===== config.mk =====
export PLATFORM = sky130hd
export DESIGN_NAME = gpio_port_ctrl
export DESIGN_NICKNAME = d
export VERILOG_FILES = /design/src/rtl/gpio_port_pkg.sv /design/src/rtl/gpio_port_reg.sv /design/src/rtl/gpio_port_sync.sv /design/src/rtl/gpio_port_padmux.sv /design/src/rtl/gpio_port_ctrl.sv
export SDC_FILE = /design/constraint.sdc
export NUM_CORES = 1
export LEC_CHECK = 0
export ABC_AREA = 1
export BUFFER_PORTS_ARGS = -buffer_cell sky130_fd_sc_hd__buf_4
export CORE_ASPECT_RATIO = 1.25
export CORE_MARGIN = 5
export CORE_UTILIZATION = 38
export CTS_BUF_LIST = sky130_fd_sc_hd__clkbuf_2 sky130_fd_sc_hd__clkbuf_4 sky130_fd_sc_hd__clkbuf_8
export CTS_CLUSTER_DIAMETER = 60
export DETAILED_ROUTE_END_ITERATION = 10
export HOLD_SLACK_MARGIN = 0.08
export SETUP_SLACK_MARGIN = 0.5
export SYNTH_ARGS = -nofsm -noshare
export SYNTH_HDL_FRONTEND = slang
export SYNTH_SLANG_ARGS = --single-unit

===== constraint.sdc =====
create_clock -name clk -period 2.3 [get_ports clk]
set_input_delay 0.69 -clock clk [delete_from_list [all_inputs] [get_ports clk]]
set_output_delay 0.69 -clock clk [all_outputs]
set_load 0.02 [all_outputs]

===== src/rtl/gpio_port_pkg.sv =====
package gpio_port_pkg;

    typedef enum logic [1:0] {
        OP_HOLD,
        OP_BYTE,
        OP_SET,
        OP_CLR
    } reg_op_e;

    typedef enum logic [1:0] {
        PM_TRISTATE,
        PM_GPIO,
        PM_ALT
    } pin_mode_e;

    // Byte write outranks set, set outranks clear.
    function automatic reg_op_e decode_op(input logic we, input logic bset, input logic bclr);
        if (we)        return OP_BYTE;
        else if (bset) return OP_SET;
        else if (bclr) return OP_CLR;
        else           return OP_HOLD;
    endfunction

endpackage


===== src/rtl/gpio_port_reg.sv =====
module gpio_port_reg
    import gpio_port_pkg::*;
#(
    parameter int                WIDTH   = 8,
    parameter int                ADDR_W  = 6,
    parameter logic [ADDR_W-1:0] MY_ADDR = '0,
    localparam int               IDX_W   = $clog2(WIDTH)
) (
    input  logic              clk,
    input  logic              rst_n,
    input  logic [ADDR_W-1:0] bus_addr,
    input  logic              bus_we,
    input  logic [WIDTH-1:0]  bus_wdata,
    input  logic              bus_bset,
    input  logic              bus_bclr,
    input  logic [IDX_W-1:0]  bus_bidx,
    output logic [WIDTH-1:0]  q
);

    localparam logic [WIDTH-1:0] ONE = WIDTH'(1);

    reg_op_e          op;
    logic [WIDTH-1:0] bit_mask;
    logic [WIDTH-1:0] nxt;

    assign bit_mask = ONE << bus_bidx;

    always_comb begin
        if (bus_addr == MY_ADDR) op = decode_op(bus_we, bus_bset, bus_bclr);
        else                     op = OP_HOLD;
    end

    always_comb begin
        unique case (op)
            OP_HOLD: nxt = q;
            OP_BYTE: nxt = bus_wdata;
            OP_SET:  nxt = q | bit_mask;
            OP_CLR:  nxt = q & ~bit_mask;
        endcase
    end

    always_ff @(posedge clk or negedge rst_n) begin
        if (!rst_n) q <= '0;
        else        q <= nxt;
    end

endmodule


===== src/rtl/gpio_port_sync.sv =====
module gpio_port_sync #(
    parameter int WIDTH  = 8,
    parameter int STAGES = 2
) (
    input  logic             clk,
    input  logic             rst_n,
    input  logic [WIDTH-1:0] d_async,
    output logic [WIDTH-1:0] q_sync
);

    logic [STAGES-1:0][WIDTH-1:0] stage_q;

    for (genvar g = 0; g < STAGES; g++) begin : g_stage
        if (g == 0) begin : g_first
            always_ff @(posedge clk or negedge rst_n) begin
                if (!rst_n) stage_q[g] <= '0;
                else        stage_q[g] <= d_async;
            end
        end else begin : g_next
            always_ff @(posedge clk or negedge rst_n) begin
                if (!rst_n) stage_q[g] <= '0;
                else        stage_q[g] <= stage_q[g-1];
            end
        end
    end

    assign q_sync = stage_q[STAGES-1];

endmodule


===== src/rtl/gpio_port_padmux.sv =====
module gpio_port_padmux
    import gpio_port_pkg::*;
#(
    parameter int WIDTH = 8
) (
    input  logic             rst_n,
    input  logic             ext_mem_en,
    input  logic [WIDTH-1:0] latch_q,
    input  logic [WIDTH-1:0] dir_q,
    input  logic [WIDTH-1:0] alt_out,
    input  logic             alt_oe,
    output logic [WIDTH-1:0] pad_out,
    output logic [WIDTH-1:0] pad_oe,
    output logic [WIDTH-1:0] pad_pu
);

    pin_mode_e mode;

    // Reset outranks everything and needs no clock.
    always_comb begin
        if (!rst_n)          mode = PM_TRISTATE;
        else if (ext_mem_en) mode = PM_ALT;
        else                 mode = PM_GPIO;
    end

    always_comb begin
        unique case (mode)
            PM_TRISTATE: begin
                pad_out = '0;
                pad_oe  = '0;
                pad_pu  = '0;
            end
            PM_GPIO: begin
                pad_out = latch_q;
                pad_oe  = dir_q;
                pad_pu  = latch_q & ~dir_q;
            end
            PM_ALT: begin
                pad_out = alt_out;
                pad_oe  = {WIDTH{alt_oe}};
                pad_pu  = '1;
            end
            default: begin
                pad_out = '0;
                pad_oe  = '0;
                pad_pu  = '0;
            end
        endcase
    end

endmodule


===== src/rtl/gpio_port_ctrl.sv =====
module gpio_port_ctrl #(
    parameter int                WIDTH       = 8,
    parameter int                ADDR_W      = 6,
    parameter int                SYNC_STAGES = 2,
    parameter logic [ADDR_W-1:0] PIN_ADDR    = 6'h19,
    parameter logic [ADDR_W-1:0] DIR_ADDR    = 6'h1A,
    parameter logic [ADDR_W-1:0] LATCH_ADDR  = 6'h1B,
    localparam int               IDX_W       = $clog2(WIDTH)
) (
    input  logic              clk,
    input  logic              rst_n,
    input  logic [ADDR_W-1:0] bus_addr,
    input  logic              bus_we,
    input  logic [WIDTH-1:0]  bus_wdata,
    input  logic              bus_bset,
    input  logic              bus_bclr,
    input  logic [IDX_W-1:0]  bus_bidx,
    output logic [WIDTH-1:0]  bus_rdata,
    input  logic              ext_mem_en,
    input  logic [WIDTH-1:0]  alt_out,
    input  logic              alt_oe,
    input  logic [WIDTH-1:0]  pad_in,
    output logic [WIDTH-1:0]  pad_out,
    output logic [WIDTH-1:0]  pad_oe,
    output logic [WIDTH-1:0]  pad_pu
);

    localparam int NREG = 2;

    logic [NREG-1:0][WIDTH-1:0] reg_q;
    logic [WIDTH-1:0]           latch_q;
    logic [WIDTH-1:0]           dir_q;
    logic [WIDTH-1:0]           pin_sync;

    // Index 0 is the output latch, index 1 is the direction register.
    for (genvar r = 0; r < NREG; r++) begin : g_reg
        gpio_port_reg #(
            .WIDTH   (WIDTH),
            .ADDR_W  (ADDR_W),
            .MY_ADDR ((r == 0) ? LATCH_ADDR : DIR_ADDR)
        ) u_reg (
            .clk       (clk),
            .rst_n     (rst_n),
            .bus_addr  (bus_addr),
            .bus_we    (bus_we),
            .bus_wdata (bus_wdata),
            .bus_bset  (bus_bset),
            .bus_bclr  (bus_bclr),
            .bus_bidx  (bus_bidx),
            .q         (reg_q[r])
        );
    end

    assign latch_q = reg_q[0];
    assign dir_q   = reg_q[1];

    gpio_port_sync #(
        .WIDTH  (WIDTH),
        .STAGES (SYNC_STAGES)
    ) u_sync (
        .clk     (clk),
        .rst_n   (rst_n),
        .d_async (pad_in),
        .q_sync  (pin_sync)
    );

    gpio_port_padmux #(
        .WIDTH (WIDTH)
    ) u_padmux (
        .rst_n      (rst_n),
        .ext_mem_en (ext_mem_en),
        .latch_q    (latch_q),
        .dir_q      (dir_q),
        .alt_out    (alt_out),
        .alt_oe     (alt_oe),
        .pad_out    (pad_out),
        .pad_oe     (pad_oe),
        .pad_pu     (pad_pu)
    );

    always_comb begin
        if (bus_addr == LATCH_ADDR)    bus_rdata = latch_q;
        else if (bus_addr == DIR_ADDR) bus_rdata = dir_q;
        else if (bus_addr == PIN_ADDR) bus_rdata = pin_sync;
        else                           bus_rdata = '0;
    end

endmodule


* Word level (Yosys, flattened, before mapping) *
Cells that the tools add are included.

storage, ports and cells
  register bits = 32
  output and inout port bits = 32
  input bits = 40
  logic and storage cells = 40

operators by class
  reductions and logical operators = 2
  equal/unequal tests = 11
  bitwise logic cells = 7
  muxes and demuxes = 15
  shifts and indexed selects = 1

operators by type and width
  operator               count
  $pmux W8 S2            3
  $pmux W8 S3            2
  $and A8 B8 Y8          3
  $mux W8                3
  $eq A6 B5 Y1 const B   3
  $not A8 Y8             2
  $or A8 B8 Y8           2
  $mux W2                7
  $eq A2 B2 Y1 const B   5
  $shl A1 B3 Y8 const A  1
  $eq A2 B1 Y1 const B   3
  $logic_not A2 Y1       2

* Longest topological paths before layout *
Gate-level depths: netlist of the first run.

  word-level depth = 6
  gate-level depth with buffers = 8
  gate-level depth less buffers = 7

* Hierarchy *
A second synthesis of the first run with hierarchy kept.

unflattened totals
  cells, all modules = 360
  area total of the unflattened synthesis = 2578.7 µm²

by module, submodules not included
  module                           cells each  area an instance (µm²)  instances  seq. area each (µm²)
  gpio_port_reg at g_reg[1].u_reg  112         735.7                   1          200.2
  gpio_port_reg at g_reg[0].u_reg  104         675.6                   1          200.2
  gpio_port_sync                   24          460.4                   1          400.4
  gpio_port_padmux                 73          414.1                   1          0.0
  gpio_port_ctrl                   47          292.8                   1          0.0

* Worst setup path after synthesis of the first run *
No wires, ideal clock.

  kind = in2out
  start = input bus_addr[5]
  end = output bus_rdata[0]
  arrival time = 1.669 ns
  data required time = 1.610 ns
  path slack = -0.059 ns
  cell stages on the path = 6
  buffers on the path = 1
  cell sequence = inv_2 > nand2_1 > nor2_4 > buf_6 > nand2_1 > o211ai_1

between the ends
  word-level cells in the longest chain between the ends = 4
  elaborated cells on any way between the ends = 6
  those cells by class = eq/ne: 3; mux: 3

RTL lines
  element       line                  source
  from (decl)   gpio_port_ctrl.sv:12  input logic [ADDR_W-1:0] bus_addr,
  $eq A6 B5 Y1  gpio_port_ctrl.sv:84  else if (bus_addr == PIN_ADDR) bus_rdata = pin_sync;
  $mux W8       gpio_port_ctrl.sv:84
  $mux W8       gpio_port_ctrl.sv:83  else if (bus_addr == DIR_ADDR) bus_rdata = dir_q;
  $mux W8 (*)   gpio_port_ctrl.sv:82  if (bus_addr == LATCH_ADDR) bus_rdata = latch_q;
  to (decl)     gpio_port_ctrl.sv:18  output logic [WIDTH-1:0] bus_rdata,

Mark *: on every way between the ends. The rest lies on a longest branch, timed or not.

* Worst setup path in the final report of the first run *
  start = input bus_addr[2]
  end = output bus_rdata[7]

Same word-level chain as after synthesis.

==> impl_metrics.csv, run 1 <==
group,metric,value,unit
run_status,status,"finished, violations left",
run_status,violations,"setup timing",
drt,drcViolationCount,0,
drt,routed_wl,7330,µm
clock_network,clk_pin_slew,0.06,ns
timing,slew_headroom,0.756,
die,ios,72,
clock_network,cts_root_buf,"clkbuf_8",
worst_setup_path,crit_arrival,1.68,ns
worst_setup_path,start_kind,"input port",
logic_synthesis,netlist_instances,290,
logic_synthesis,ys_warn_count,0,
worst_setup_path,cpPeakStageDelay,0.21,ns
logic_synthesis,synth_area,2080,µm²
logic_synthesis,ys_seq_area_frac,0.384,
die,die-area,7080,µm²
logic_synthesis,synth_ff_type,"dfrtp_1",
timing,worst_slack,-0.0723,ns
placement,hpwl,5380,µm
finish,num_antenna_cells,0,
finish,final_util,0.678,
logic_synthesis,async_flop_share,1.00,
worst_setup_path,path_max_fanout,8,
clock_network,insertion_delay,0.28,ns
clock_network,cts_sinks,32,
timing,fin_skew,0.00333,ns
timing,rsz0062_at_grt,"true",
worst_setup_path,r2r_cells,6,
global_routing,grt_pass1_wl,11700,µm
die,die_w,76.2,µm
logic_synthesis,synth.top_cell.area_share,0.384,
clock_network,postCtsHoldBufs,0,
drt,route.vias.total,2328,
placement,dpl_cell_area,3100,µm²
finish,final_area,3640,µm²
drt,vias_per_cell,5.21,
worst_setup_path,reg2reg_to,"g_reg[0].u_reg.q[7]",
global_routing,antenna_found_initial,0,
logic_synthesis,netlist_top_cells_count,"69 x nand2_1, 43 x nor2_1, 32 x dfrtp_1",
die,start_util,0.388,
drt,drt_iter0_drc,95,
placement,routabilityCongestion,0.828,
worst_setup_path,critPathCaptureType,"output port",
drt,wl_per_cell,16.4,µm
die,fp.dieH,92.8,µm
timing,finalSetupViolations,6,
timing,tns,-0.278,ns
clock_network,cts_max_path_buffers,2,
placement,dp_cells,428,
worst_setup_path,cp_top_family,"buffers and inverters",
timing,period_share,1.03,
clock_network,cts_buffers,5,
pwr,leakagePower,1.69,nW
finish,final_cells,447,
worst_setup_path,crit_required,1.61,ns
worst_setup_path,cp_cell_sequence,"buf_8, inv_12, nand4_1, nor3_2, buf_6, nand2_1, o211ai_1, buf_4",
finish,drive_gt1_frac,0.480,
clock_network,htreeDepth,2,
finish,final_net_count,422,
logic_synthesis,ys_types,23,
timing,whs,0.345,ns
die,core_area,5370,µm²
pwr,vdd_drop_max,0.306,mV
finish,syn_to_final_growth,74.6,%
min_path,min_path_type,"in -> async",
finish,nFillCells,437,
logic_synthesis,syn_nets,330,
global_routing,grt_pass1_vias,2330,
timing,slew_violations,0,
clock_network,cts_tree,"done",
worst_setup_path,crit_slowest_cell,"nor3_2",
drt,ant_nets,0,
global_routing,grt-ovfl-total,0,
worst_setup_path,critPathBufInv,4,
worst_setup_path,r2r_slack,1.26,ns
run,maxCapViolCount,0,
timing,worstMarginPinSlew,0.365,ns
pwr,powerDensity,590,nW/µm²
logic_synthesis,ys_ff_latch,32,
worst_setup_path,critPathKind,"in -> out",
global_routing,grt_usage,0.206,
placement,io_buffers,71,
logic_synthesis,yosys.cell_count.top_type,"nand2_1",
logic_synthesis,synth_edf_count,0,
global_routing,grt_max_degree,22,
timing,max_freq,422,MHz
die,core.rowCount,30,
logic_synthesis,synth_top_cell_by_area,"dfrtp_1",
worst_setup_path,r2r-start,"g_reg[0].u_reg.q[7]",
timing,hold_viol_final,0,
logic_synthesis,syn_avg_cell_area,7.19,µm²
logic_synthesis,synth_area_leaders,"dfrtp_1 38%, nand2_1 12%, nor2_1 7.7%",
timing,min_period,2.37,ns
drt,drt_pass1_iterations,4,
## metal layers
metal / vias to the layer above / global-route usage / part of all wire
li1: 1152 / - / -
met1: 1072 / 0.239 / 0.39
met2: 97 / 0.365 / 0.52
met3: 7 / 0.0486 / 0.077
met4: 0 / 0.0787 / 0.017
met5: - / 0 / 0
## power by group
group          internal (mW)  switching [mW]
registers              0.657           0.128
logic                  0.350           0.461
clock network          0.333           0.217
total                   1.34           0.805
## state kept, by name (all words and copies together), names as in the netlist
signal / cells
u_sync.q_sync: 8
g.u_reg.q: 16
u_sync.stage_q: 8
## cells by family (layout without fill, tap and decap cells)
kind of cell | Yosys count | after routing | synth area share
simple gates | 153 | 156 | 0.346
flops | 32 | 32 | 0.384
buf+inv | 47 | 137 | 0.100
compound gates | 58 | 58 | 0.169
## stage by stage
stage          total power [mW]  worst slack [ns]
5_1_grt                    2.26            -0.169
3_5_place_dp               1.51           -0.0675
6_report                   2.15           -0.0723
4_1_cts                    2.14           -0.0335
3_3_place_gp               1.50         -0.000202
2_1_floorplan              1.23            0.0378
## cells in the final DEF, fill, tap and decap left out, drive strengths merged
master	n
bufbuf	1
nor2	48
nand4	17
a21oi	16
inv	37
dfrtp	32
bufinv	1
o21ai	29
buf	88
nand2	73
nand3	17
o211ai	5
clkbuf	6
o31ai	8
nor3	1
clkinv	4
## how the worst max path moves through the flow
stage / start / slack [ns] / cells after the start / endpoint
after detailed placement: bus_addr[2] / -0.07 / 8 / bus_rdata[2]
after global routing: bus_addr[5] / -0.17 / 8 / bus_rdata[7]
after global placement: bus_addr[2] / -0.0002 / 8 / bus_rdata[3]
after floorplan: bus_addr[2] / 0.04 / 6 / bus_rdata[0]
final: bus_addr[2] / -0.07 / 8 / bus_rdata[7]
after CTS: bus_addr[2] / -0.03 / 8 / bus_rdata[2]
## worst reg2reg max path, delay by kind of cell (launching register included)
kind	cells	cell delay [ns]
flip-flops	1	0.38
AND/OR/NAND/NOR	3	0.20
buffers and inverters	2	0.28
AO/OA/AOI/OAI	1	0.06
## layout make-up
type                       instances  area, µm²  area share
multi-input combinational        214       1530       0.421
tap                               64       80.1      0.0220
clock buffer                       6       76.3      0.0210
clock inverter                     2       35.0     0.00963
sequential                        32        801       0.220
timing repair inverter             1       16.3     0.00447
timing repair buffer              89        898       0.247
inverter                          39        200      0.0550
## what timing repair did
item / 4_1_cts / 5_1_grt
gates resized for setup: 63 / 17
pin swaps: 15 / 11
setup buffers: 5 / 1
gates cloned: 4 / 1
endpoints found under the setup margin: 47 / 47
No activity file was read; power rests on OpenSTA's default activity.
==> run 2: changes to the inputs <==
==> constraint.sdc (replaced) <==
create_clock -name clk -period 3.05 [get_ports clk]
set_input_delay 0.915 -clock clk [delete_from_list [all_inputs] [get_ports clk]]
set_output_delay 0.915 -clock clk [all_outputs]
set_load 0.02 [all_outputs]
==> run 2 against run 1 <==
Compared with the run above: the flow now finishes without violations; routed wire length decreased by 13%; clock-buffer cell count decreased by 1; utilization decreased by 13 points; first-iteration DRC count increased by 2.1%; hold slack improved by 0.0068 ns; register-to-register slack improved by 0.79 ns; total power decreased by 37%; die area unchanged; largest cell class unchanged.
==> impl_metrics.csv, run 2 (same netlist as run 1, synthesis figures left out) <==
group,metric,value,unit
die,core.rowCount,30,
drt,drt_pass1_iterations,4,
worst_setup_path,critPathKind,"in -> out",
drt,drcViolationCount,0,
die,fp.dieH,92.8,µm
timing,hold_viol_final,0,
timing,rsz0062_at_grt,"true",
global_routing,grt_usage,0.187,
clock_network,cts_sinks,32,
finish,mostFrequentLayoutCell,"buf_4",
global_routing,grt_pass1_vias,2181,
clock_network,clk_pin_slew,0.07,ns
finish,final_area,2930,µm²
finish,largest_register_ffs,16,
finish,final_cell_mix,"74 x buf_4, 61 x nand2_1, 43 x nor2_1",
worst_setup_path,r2r_cells,6,
timing,slew_violations,0,
finish,drive_gt1_frac,0.369,
drt,ant_nets,0,
clock_network,insertion_delay,0.28,ns
pwr,leakagePower,1.45,nW
die,die-area,7080,µm²
worst_setup_path,critPathCaptureType,"output port",
global_routing,grt_pass1_wl,10900,µm
global_routing,grt_max_degree,24,
worst_setup_path,cpPeakStageDelay,0.17,ns
finish,syn_to_final_growth,40.4,%
timing,slew_headroom,0.735,
placement,hpwl,4940,µm
timing,tns,0,ns
drt,wl_met2,3030,µm
timing,fin_skew,0.00526,ns
finish,num_antenna_cells,0,
pwr,powerDensity,460,nW/µm²
die,die_w,76.2,µm
drt,m1WireLength,2860,µm
min_path,min_path_type,"reg -> reg",
die,core_area,5370,µm²
timing,whs,0.352,ns
clock_network,cts_root_buf,"clkbuf_8",
drt,wl_met3,430,µm
die,start_util,0.388,
timing,worstMarginPinSlew,0.397,ns
timing,finalSetupViolations,0,
placement,dpl_cell_area,2740,µm²
worst_setup_path,cp_cell_sequence,"buf_8, inv_12, nand4_1, nor3_2, buf_4, buf_4, nand2_1, nand3_2, buf_6",
timing,period_share,0.892,
finish,nFillCells,564,
placement,routabilityCongestion,0.789,
drt,highest_layer,"met4",
clock_network,cts_max_path_buffers,2,
finish,final_net_count,410,
global_routing,antenna_found_initial,0,
clock_network,postCtsHoldBufs,0,
clock_network,cts_buffers,5,
worst_setup_path,path_max_fanout,7,
worst_setup_path,crit_slowest_cell,"buf_4",
drt,route.vias.total,2210,
die,ios,72,
drt,vias_per_cell,5.08,
clock_network,cts_tree,"done",
worst_setup_path,startpoint,"bus_addr[2]",
timing,max_freq,368,MHz
worst_setup_path,crit_required,2.13,ns
min_path,hold_depth,0,
global_routing,grt-ovfl-total,0,
pwr,vdd_drop_max,0.219,mV
drt,wl_per_cell,14.7,µm
worst_setup_path,start_kind,"input port",
drt,routed_wl,6420,µm
placement,io_buffers,71,
run,maxCapViolCount,0,
clock_network,htreeDepth,2,
worst_setup_path,cp_common_cell,"buf_4",
finish,regMostFlops,"g.u_reg.q",
run_status,status,"finished clean",
min_path,min-delay-start,"u_sync.stage_q[5]",
worst_setup_path,crit_arrival,1.81,ns
drt,drt_iter0_drc,97,
worst_setup_path,r2r-start,"g_reg[1].u_reg.q[7]",
timing,min_period,2.72,ns
run 2: cell type report:
class,count,area (µm²),area share
clock inverter,3,23.8,0.00812
inverter,39,164,0.0560
tap,64,80.1,0.0274
clock buffer,5,68.8,0.0235
sequential,32,801,0.274
timing repair buffer,81,651,0.222
multi-input combinational,211,1140,0.389
run 2: routing by layer:
| metal | up-vias | track usage |
|---|---|---|
| met3 | 8 | 0.0477 |
| li1 | 1111 | - |
| met2 | 76 | 0.299 |
| met1 | 1015 | 0.249 |
| met5 | - | 0 |
| met4 | 0 | 0.0539 |
run 2: worst max-delay path, delay by kind of cell:
kind / cells / cell delay, ns
buffers and inverters: 5 / 0.55
AND/OR/NAND/NOR: 4 / 0.34
run 2: stage by stage:
stage / cells / power (mW) / utilization / setup slack, ns
3_3_place_gp: 424 / 1.01 / 0.510 / 0.303
6_report: 435 / 1.35 / 0.545 / 0.329
3_5_place_dp: 424 / 1.01 / 0.510 / 0.294
5_1_grt: 435 / 1.43 / 0.545 / 0.233
4_1_cts: 433 / 1.36 / 0.539 / 0.335
2_1_floorplan: 290 / 0.818 / - / 0.338
run 2: worst paths after layout:
path	endpoint	slack (ns)
max in group asynchronous	u_sync.q_sync[7]	2.19
min in group asynchronous	g_reg[1].u_reg.q[5]	0.40
hold / removal	u_sync.q_sync[5]	0.35
setup reg to reg	g_reg[1].u_reg.q[7]	2.05
hold reg to reg	u_sync.q_sync[5]	0.35
setup / recovery	bus_rdata[4]	0.33
run 2: power by group:
part           internal [mW]  switching [mW]  total (mW)
combinational          0.180           0.264       0.444
sequential             0.496          0.0719       0.568
clock                  0.161           0.172       0.333
run 2: repair_timing:
action                                  CTS  global route
setup buffers                             1             2
pin swaps                                 1             0
gates cloned                              0             0
endpoints found under the setup margin   24            24
gates resized for setup                  11             8
